==> src/rtl/pdma_pkg.sv <==
package pdma_pkg;

    typedef enum logic [1:0] {
        XM_SINGLE = 2'd0,
        XM_BLOCK  = 2'd1,
        XM_DEMAND = 2'd2,
        XM_STEAL  = 2'd3
    } xfer_mode_e;

    typedef enum logic [1:0] {
        ST_IDLE  = 2'd0,
        ST_REQ   = 2'd1,
        ST_XFER  = 2'd2,
        ST_YIELD = 2'd3
    } seq_state_e;

    localparam logic [2:0] SEL_BASE_ADDR = 3'd0;
    localparam logic [2:0] SEL_BASE_CNT  = 3'd1;
    localparam logic [2:0] SEL_CTRL      = 3'd2;
    localparam logic [2:0] SEL_STATUS    = 3'd3;
    localparam logic [2:0] SEL_WORK_ADDR = 3'd4;
    localparam logic [2:0] SEL_WORK_CNT  = 3'd5;

endpackage

==> src/rtl/pdma_chan.sv <==
module pdma_chan
    import pdma_pkg::*;
#(
    parameter int AW = 16,
    parameter int CW = 16,
    parameter int DW = 32
) (
    input  logic            clk,
    input  logic            rst_n,
    input  logic            wr_en,
    input  logic [2:0]      wr_sel,
    input  logic [DW-1:0]   wr_data,
    input  logic            step,
    output logic [AW-1:0]   base_addr,
    output logic [CW-1:0]   base_cnt,
    output logic [AW-1:0]   work_addr,
    output logic [CW-1:0]   work_cnt,
    output logic            enable,
    output xfer_mode_e      mode,
    output logic            tc_flag,
    output logic            done
);

    logic at_end;
    logic load;

    assign at_end = (work_cnt == CW'(1));
    assign load   = wr_en && (wr_sel == SEL_CTRL) && wr_data[0];

    always_ff @(posedge clk) begin
        if (!rst_n) begin
            base_addr <= '0;
            base_cnt  <= '0;
            work_addr <= '0;
            work_cnt  <= '0;
            enable    <= 1'b0;
            mode      <= XM_SINGLE;
            tc_flag   <= 1'b0;
            done      <= 1'b0;
        end else begin
            done <= step && at_end;
            if (step) begin
                work_addr <= work_addr + AW'(1);
                work_cnt  <= work_cnt - CW'(1);
                if (at_end) begin
                    enable <= 1'b0;
                end
            end
            if (wr_en) begin
                case (wr_sel)
                    SEL_BASE_ADDR: base_addr <= wr_data[AW-1:0];
                    SEL_BASE_CNT:  base_cnt  <= wr_data[CW-1:0];
                    SEL_CTRL: begin
                        enable <= wr_data[0];
                        mode   <= xfer_mode_e'(wr_data[2:1]);
                        if (wr_data[0]) begin
                            work_addr <= base_addr;
                            work_cnt  <= base_cnt;
                        end
                    end
                    default: ;
                endcase
            end
            if (wr_en && (wr_sel == SEL_STATUS) && wr_data[0]) begin
                tc_flag <= 1'b0;
            end
            if (step && at_end) begin
                tc_flag <= 1'b1;
            end
        end
    end


    done_src_chk: assert property (@(posedge clk) disable iff (!rst_n)
        done |-> ($past(step) && ($past(work_cnt) == CW'(1))));


    addr_adv_chk: assert property (@(posedge clk) disable iff (!rst_n)
        (step && !load) |=> (work_addr == $past(work_addr) + AW'(1)));


    tc_set_chk: assert property (@(posedge clk) disable iff (!rst_n)
        (step && at_end) |=> tc_flag);

endmodule

==> src/rtl/pdma_arb.sv <==
module pdma_arb #(
    parameter int NCH = 4,
    parameter int CIW = 2
) (
    input  logic [NCH-1:0] req,
    output logic [NCH-1:0] gnt,
    output logic [CIW-1:0] idx,
    output logic           any
);

    always_comb begin
        gnt = '0;
        idx = '0;
        for (int i = NCH - 1; i >= 0; i--) begin
            if (req[i]) begin
                gnt = NCH'(1) << i;
                idx = CIW'(i);
            end
        end
    end

    assign any = |req;

endmodule

==> src/rtl/pdma_seq.sv <==
module pdma_seq
    import pdma_pkg::*;
#(
    parameter int CIW = 2
) (
    input  logic           clk,
    input  logic           rst_n,
    input  logic           bus_grant,
    input  logic           any_elig,
    input  logic [CIW-1:0] win_idx,
    input  xfer_mode_e     cur_mode,
    input  logic           cur_last,
    input  logic           cur_req,
    output logic           bus_req,
    output logic           xfer,
    output logic [CIW-1:0] cur_idx
);

    seq_state_e state;
    seq_state_e next;

    always_comb begin
        next = state;
        unique case (state)
            ST_IDLE: begin
                if (any_elig) next = ST_REQ;
            end
            ST_REQ: begin
                if (bus_grant) next = ST_XFER;
            end
            ST_XFER: begin
                if (cur_last || (cur_mode == XM_SINGLE) ||
                    ((cur_mode == XM_DEMAND) && !cur_req)) begin
                    next = ST_IDLE;
                end else if (cur_mode == XM_STEAL) begin
                    next = ST_YIELD;
                end else if (!bus_grant) begin
                    next = ST_REQ;
                end else begin
                    next = ST_XFER;
                end
            end
            ST_YIELD: next = ST_REQ;
        endcase
    end

    always_ff @(posedge clk) begin
        if (!rst_n) begin
            state   <= ST_IDLE;
            cur_idx <= '0;
        end else begin
            state <= next;
            if ((state == ST_IDLE) && any_elig) begin
                cur_idx <= win_idx;
            end
        end
    end

    always_comb begin
        bus_req = (state == ST_REQ) || (state == ST_XFER);
        xfer    = (state == ST_XFER);
    end


    grant_first_chk: assert property (@(posedge clk) disable iff (!rst_n)
        $rose(xfer) |-> $past(bus_grant));


    yield_gap_chk: assert property (@(posedge clk) disable iff (!rst_n)
        ((state == ST_XFER) && (cur_mode == XM_STEAL) && !cur_last) |=> !bus_req);

endmodule

==> src/rtl/pdma_ctrl.sv <==
module pdma_ctrl
    import pdma_pkg::*;
#(
    parameter int NCH = 4,
    parameter int AW  = 16,
    parameter int CW  = 16,
    parameter int DW  = 32,
    localparam int CIW = (NCH > 1) ? $clog2(NCH) : 1
) (
    input  logic            clk,
    input  logic            rst_n,
    input  logic            cfg_we,
    input  logic [CIW-1:0]  cfg_ch,
    input  logic [2:0]      cfg_sel,
    input  logic [DW-1:0]   cfg_wdata,
    output logic [DW-1:0]   cfg_rdata,
    input  logic [NCH-1:0]  chan_req,
    output logic [NCH-1:0]  chan_ack,
    output logic            bus_req,
    input  logic            bus_grant,
    output logic [AW-1:0]   mem_addr,
    output logic            mem_we,
    output logic [NCH-1:0]  tc_done
);

    logic [AW-1:0]  base_addr_a [NCH];
    logic [CW-1:0]  base_cnt_a  [NCH];
    logic [AW-1:0]  work_addr_a [NCH];
    logic [CW-1:0]  work_cnt_a  [NCH];
    xfer_mode_e     mode_a      [NCH];
    logic [NCH-1:0] enable_v;
    logic [NCH-1:0] tc_v;
    logic [NCH-1:0] elig;
    logic [NCH-1:0] step_v;
    logic [NCH-1:0] arb_gnt;
    logic [CIW-1:0] arb_idx;
    logic           arb_any;
    logic           xfer;
    logic [CIW-1:0] cur_idx;

    for (genvar g = 0; g < NCH; g++) begin : g_chan
        logic wr_hit;
        assign wr_hit    = cfg_we && (cfg_ch == CIW'(g));
        assign elig[g]   = enable_v[g] && (work_cnt_a[g] != '0) && chan_req[g];
        assign step_v[g] = xfer && (cur_idx == CIW'(g));

        pdma_chan #(.AW(AW), .CW(CW), .DW(DW)) u_chan (
            .clk       (clk),
            .rst_n     (rst_n),
            .wr_en     (wr_hit),
            .wr_sel    (cfg_sel),
            .wr_data   (cfg_wdata),
            .step      (step_v[g]),
            .base_addr (base_addr_a[g]),
            .base_cnt  (base_cnt_a[g]),
            .work_addr (work_addr_a[g]),
            .work_cnt  (work_cnt_a[g]),
            .enable    (enable_v[g]),
            .mode      (mode_a[g]),
            .tc_flag   (tc_v[g]),
            .done      (tc_done[g])
        );
    end

    pdma_arb #(.NCH(NCH), .CIW(CIW)) u_arb (
        .req (elig),
        .gnt (arb_gnt),
        .idx (arb_idx),
        .any (arb_any)
    );

    pdma_seq #(.CIW(CIW)) u_seq (
        .clk       (clk),
        .rst_n     (rst_n),
        .bus_grant (bus_grant),
        .any_elig  (arb_any),
        .win_idx   (arb_idx),
        .cur_mode  (mode_a[cur_idx]),
        .cur_last  (work_cnt_a[cur_idx] == CW'(1)),
        .cur_req   (chan_req[cur_idx]),
        .bus_req   (bus_req),
        .xfer      (xfer),
        .cur_idx   (cur_idx)
    );

    assign chan_ack = step_v;
    assign mem_we   = xfer;
    assign mem_addr = xfer ? work_addr_a[cur_idx] : '0;

    always_comb begin
        cfg_rdata = '0;
        case (cfg_sel)
            SEL_BASE_ADDR: cfg_rdata = DW'(base_addr_a[cfg_ch]);
            SEL_BASE_CNT:  cfg_rdata = DW'(base_cnt_a[cfg_ch]);
            SEL_CTRL:      cfg_rdata = DW'({2'(mode_a[cfg_ch]), enable_v[cfg_ch]});
            SEL_STATUS:    cfg_rdata = DW'(tc_v[cfg_ch]);
            SEL_WORK_ADDR: cfg_rdata = DW'(work_addr_a[cfg_ch]);
            SEL_WORK_CNT:  cfg_rdata = DW'(work_cnt_a[cfg_ch]);
            default:       cfg_rdata = '0;
        endcase
    end


    ack_onehot_chk: assert property (@(posedge clk) disable iff (!rst_n)
        $onehot0(chan_ack));


    prio_low_chk: assert property (@(posedge clk) disable iff (!rst_n)
        arb_any |-> ((elig & (arb_gnt - NCH'(1))) == '0));

endmodule

==> config.mk <==
export PLATFORM = sky130hd
export DESIGN_NAME = pdma_ctrl
export DESIGN_NICKNAME = d
export VERILOG_FILES = /design/src/rtl/pdma_pkg.sv /design/src/rtl/pdma_chan.sv /design/src/rtl/pdma_arb.sv /design/src/rtl/pdma_seq.sv /design/src/rtl/pdma_ctrl.sv
export SDC_FILE = /design/constraint.sdc
export NUM_CORES = 1
export LEC_CHECK = 0
export ABC_AREA = 1
export BUFFER_PORTS_ARGS = -buffer_cell sky130_fd_sc_hd__buf_4
export CORE_MARGIN = 3
export CORE_UTILIZATION = 50
export CTS_CLUSTER_DIAMETER = 120
export DETAILED_ROUTE_END_ITERATION = 8
export GPL_ROUTABILITY_DRIVEN = 0
export PLACE_DENSITY = 0.66
export SLEW_MARGIN = 20
export SYNTH_ARGS = -nofsm -noshare
export SYNTH_HDL_FRONTEND = slang
export SYNTH_SLANG_ARGS = --single-unit
==> constraint.sdc <==
create_clock -name clk -period 3.75 [get_ports clk]
set_input_delay 0.375 -clock clk [delete_from_list [all_inputs] [get_ports clk]]
set_output_delay 0.375 -clock clk [all_outputs]
set_load 0.01 [all_outputs]
# --- Yosys cells after proc, flatten, opt, wreduce, memory -nomap -nowiden ---
# Cells that the tools add are included.
word_totals:
  reg_bits: 280
  out_inout_bits: 58
  input_bits: 45
  wordCells: 230
classes:
  bitwise: 2
  n_mux: 98
  n_lt_le_gt_ge: 4
  n_reduce_logical: 61
  eq_ne: 23
  n_addsub: 8
ops:
  columns: ["op", "count"]
  rows:
  - ["16-bit two-way mux", 45]
  - ["16-bit binary-select mux with 2-bit select", 6]
  - ["16-bit one-hot mux with 6 select lines", 1]
  - ["16-bit by 1-bit equality test with 1-bit output, second input constant", 5]
  - ["16-bit by 1-bit adder with 16-bit output, second input constant", 4]
  - ["16-bit nonzero test", 4]
  - ["16-bit by 1-bit subtractor with 16-bit output, second input constant", 4]
  - ["1-bit logical AND", 30]
  - ["1-bit two-way mux", 27]
  - ["2-bit two-way mux", 13]
  - ["2-bit AND reduction", 13]
  - ["2-bit equality test, second input constant", 8]
  - ["2-bit binary-select mux with 2-bit select", 2]
  - ["2-bit zero test", 4]
  - ["2-bit one-hot mux with 4 select lines", 1]
  - ["2-bit nonzero test", 4]
  - ["1-bit binary-select mux with 2-bit select", 3]
  - ["2-bit by 1-bit equality test with 1-bit output, second input constant", 3]
  - ["3-bit by 2-bit equality test with 1-bit output, second input constant", 2]
  - ["3-bit equality test, second input constant", 2]
  - ["3-bit >= comparator, second input constant", 2]
  - ["2-bit by 3-bit < comparator with 1-bit output, second input constant", 2]
  - ["2-bit inverter with 3-bit output", 2]
  - ["4-bit OR reduction", 1]
  - ["other kinds (6)", 8]

# --- Longest topological paths before layout ---
depth:
  word_depth: 9
  depth_mapped: 15
  ltp_nobuf: 14

# --- Cells and area by module ---
# Synthesis repeated with hierarchy kept, for this count alone.
hier_totals:
  hier_cells: 2713
  area_unflattened_um2: 16946.3
by_module_without_submodules:
  columns: ["mod", "area_each_um2", "cells_per_inst", "instances", "seq_area_each_um2"]
  rows:
  - ["pdma_chan (g_chan[0].u_chan ...)", 3291.9, 473, 3, 1381.3]
  - ["pdma_ctrl", 3489.6, 775, 1, 0.0]
  - ["pdma_chan (g_chan[3].u_chan)", 3244.4, 463, 1, 1381.3]
  - ["pdma_seq", 271.5, 41, 1, 80.1]
  - ["pdma_arb", 65.1, 15, 1, 0.0]

# --- Worst setup path after synthesis ---
# Ideal clock, no wire load.
synth_path:
  path_kind: "register to register"
  start: "register u_seq.state[0]"
  end: "register g_chan[3].u_chan.work_addr[14]"
  path_buffers: 2
  setup_ns: 0.114
  period_less_slack_ns: 2.037
  required_ns: 3.636
  arrival_time_ns: 1.924
  setup_slack_ns: 1.713
  stages_incl_launch_ff: 16
  path_cell_list: "dfxtp_1 inv_1 ha_1 buf_4 inv_2 buf_6 nor2_2 nand2_1 nor2_1 nand2_1 nor2_2 nand2_1 nor2_1 xor2_1 o21bai_1 inv_1"
synth_via:
  elab_chain_cells: 6
synth_rtl:
  columns: ["item", "line_no", "text"]
  rows:
  - ["from (decl)", "pdma_seq.sv:19", "seq_state_e state;"]
  - ["from (signal assigned)", "pdma_seq.sv:52", "state <= next;"]
  - ["2-bit equality test *", "pdma_seq.sv:61", "xfer = (state == ST_XFER);"]
  - ["net mem_we", "pdma_ctrl.sv:22", "output logic mem_we,"]
  - ["1-bit logical AND *", "pdma_ctrl.sv:45", "assign step_v[g] = xfer && (cur_idx == CIW'(g));"]
  - ["16-bit two-way mux *", "pdma_chan.sv:42", "if (step) begin"]
  - ["16-bit two-way mux", "pdma_chan.sv:56", "if (wr_data[0]) begin"]
  - ["16-bit two-way mux", "pdma_chan.sv:50", "case (wr_sel)"]
  - ["16-bit two-way mux *", "pdma_chan.sv:49", "if (wr_en) begin"]
  - ["to (signal assigned)", "pdma_chan.sv:43", "work_addr <= work_addr + AW'(1);"]
  - ["to (signal assigned)", "pdma_chan.sv:57", "work_addr <= base_addr;"]
  - ["to (decl)", "pdma_chan.sv:16", "output logic [AW-1:0] work_addr,"]
# The timed path passes the listed nets; every way through them passes the cells marked *.
# A chain may end at the register's enable or synchronous reset.

# --- Worst setup path after layout ---
layout_path:
  start: "register u_seq.cur_idx[1]"
  end: "output port mem_addr[15]"
layout_via:
  elab_chain_cells: 5
layout_rtl:
  columns: ["item", "line_no", "text"]
  rows:
  - ["from (decl)", "pdma_seq.sv:16", "output logic [CIW-1:0] cur_idx"]
  - ["from (signal assigned)", "pdma_seq.sv:54", "cur_idx <= win_idx;"]
  - ["2-bit inverter with 3-bit output (not written as such)", "pdma_ctrl.sv:88", "assign mem_addr = xfer ? work_addr_a[cur_idx] : '0;"]
  - ["16-bit binary-select mux with 2-bit select", "pdma_ctrl.sv:88", null]
  - ["16-bit two-way mux (not written as such) (2 in series)", "pdma_ctrl.sv:88", null]
  - ["16-bit two-way mux", "pdma_ctrl.sv:88", null]
  - ["to (decl)", "pdma_ctrl.sv:21", "output logic [AW-1:0] mem_addr,"]
# No other way between the ends. The select of a mux whose other input is x is not followed.

==> qor.yml <==
cpMostUsedCell: "buf_4"
crit_type: "register to primary output"
hold_violations: 0
hpwl_um: 38600
post-cts-setup-buffer-count: 0
wirelength_um: 53900
die_w_um: 182
hold_buffers: 0
cts.sinks: 280
drtIter0Drc: 2017
vias: 16000
dpl_worst_slack_ns: 0.576
dieArea_um2: 33300
firstDrtPassIters: 8
postRouteAntennaNets: 0
fillers: 2941
hold_class: "input pin to register"
power_density_nw_per_um2: 388
netlist_area_um2: 15600
dpl-instance-area_um2: 16100
syn2layout_area_growth_pct: 10.6
p_leak_nw: 7.74
maxCapViolations: 0
fin_nets: 2336
regArea_um2: 5610
grt_overflow: 0
cts_resized: 0
design_area_um2: 17200
end_kind: "primary output"
io_pins: 103
grt_pass1_wl_um: 83000
setup_viol: 0
cts_tree: "done"
timing.final.crit_share_pct: 80.4
cts_made_buffers: 34
rsz0062_at_grt: "false"
start_util_pct: 51.6
path_clk_slew_ns: 0.06
clock.fmax_mhz: 332
clock_skew_ns: 0.0130
worstPathArrival_ns: 2.64
synth_cell_types: 46
critPathSlowestCell: "a221oi_1"
clock_path_buffers: 3
yosys_warnings: 0
rows: 63
grtUsageTotal_pct: 31.4
dieHeight_um: 182
synth-main-ff-cell: "dfxtp_1"
portBuffers: 70
max_stage_delay_ns: 0.67
drv_slew: 0
final_cell_mix: "354 x nor2_1, 306 x o21ai_0, 280 x dfxtp_1"
yosys.area.top_type: "dfxtp_1"
startpoint_type: "register"
ir_drop_mv: 0.323
fin_crit_ns: 3.02
crit_fanout: 16
hold_slack_ns: 0.178
setup_tns_ns: 0
final_common_cell: "nor2_1"
power_mw: 6.69
antenna_found_initial: 0
synth-async-reset-ratio_pct: 0
cp_data_required_time_ns: 3.38
grt_pass1_vias: 14600
via_per_inst: 5.94
yosysTopAreaCellShare_pct: 36.0
drive_above_1_share_pct: 9.32
synth-seq-area-share_pct: 36.0
synth_edf_count: 0
crit_chain: "nand2_1, buf_4, o22ai_1, a221oi_1, nor2_1, buf_4"
outcome: "complete, no violations"
worstSkewPairLatency_ns: 0.52
diodes: 0
ys_seq_elements: 280
post-route-drc-count: 0
syn_inst: 2274
path_buf_inv: 2
worst_slew_pin_slew_ns: 0.945
slew-limit-headroom_pct: 37.0
critPathTopFamily: "compound AO/OA/AOI/OAI gates"
ff2ff_setup_slack_ns: 0.92
grt_max_degree: 147
setup_ws_ns: 0.735
core_area_um2: 30200
wire_per_inst_um: 20.1
ys_top_cells_by_area: "dfxtp_1 36%, o21ai_0 9.8%, nor2_1 8.5%, nand2_1 6.7%, inv_1 6.1%"
cts_root_buffer: "clkbuf_16"
syn_area_per_cell_um2: 6.85
multi_input_area_um2: 8220
htreeDepth: 2
[cell usage after synthesis, types with 2 or more instances]
cell / n
nor3_1: 34
o22ai_1: 65
clkbuf_1: 85
nand4_1: 32
o211ai_1: 21
nand2_1: 277
nand3_1: 73
o21ai_1: 22
or2_1: 2
nor2_2: 13
inv_1: 252
nor2_4: 10
clkinv_1: 3
o21ai_0: 306
a22oi_1: 65
xnor2_1: 4
nand2_4: 4
clkbuf_2: 5
o21bai_1: 37
a22o_1: 7
xor2_1: 53
buf_6: 5
o221ai_1: 11
a21oi_1: 96
nor2_8: 2
buf_1: 5
nor2_1: 354
ha_1: 19
inv_2: 21
a31oi_1: 19
nand2_2: 3
nor3_2: 4
a311oi_1: 4
a221oi_1: 15
buf_4: 28
nand3b_1: 3
dfxtp_1: 280
buf_2: 27
[tightest hold or removal path: stages]
cell	delay, ns
buf_4	0.09
o21ai_0	0.07
a21oi_1	0.11
[layer usage]
metal,track usage [%],part of all wire (%)
met5,0,0
met2,47.2,43
met1,45.0,43
met4,12.1,3.9
met3,5.38,10
[cell type report]
cell class              count  area share, %
clock buffers              50           5.88
clock inverters             9          0.465
inverters                 277           6.04
multi-input cells        1577           47.7
flip-flops and latches    280           32.5
well taps                 390           2.83
repair buffers            102           4.54
[flip-flops by register name (all words and copies together) (netlist names)]
name	cells
g_chan.u_chan.base_cnt	64
u_seq.state	2
g_chan.u_chan.mode	8
g_chan.u_chan.work_cnt	64
g_chan.u_chan.tc_flag	4
g_chan.u_chan.done	4
g_chan.u_chan.enable	4
g_chan.u_chan.work_addr	64
u_seq.cur_idx	2
g_chan.u_chan.base_addr	64
[worst paths after layout]
check,start,to,cells after the start
max reg2reg,u_seq.state[0],g_chan[2].u_chan.work_cnt[12],12
min reg2reg,g_chan[2].u_chan.tc_flag,g_chan[2].u_chan.tc_flag,2
max,u_seq.cur_idx[1],mem_addr[15],6
min,cfg_wdata[1],g_chan[1].u_chan.mode[0],3
[cells by family (layout without fill, tap and decap cells)]
group / count (synthesis) / count (layout) / synth area share, %
buffers and inverters: 432 / 438 / 11.6
flip-flops: 280 / 280 / 36.0
AND/OR/NAND/NOR: 816 / 816 / 22.6
XOR/XNOR: 57 / 57 / 3.21
AO/OA/AOI/OAI: 669 / 669 / 25.1
adder cells (fa/ha/maj): 19 / 19 / 1.53
other: 1 / 16 / 0.0241
[stage by stage]
stage,util (%),instances
2_1_floorplan,-,2289
3_5_place_dp,53.4,2626
4_1_cts,57.1,2685
3_3_place_gp,53.4,2626
5_1_grt,57.1,2685
6_report,57.1,2685
[power breakdown]
part | internal (mW) | switching, mW
combinational | 0.112 | 0.297
clock | 1.94 | 1.30
sequential | 3.01 | 0.0270
total | 5.06 | 1.63
Power figures use the tool's default switching activity.
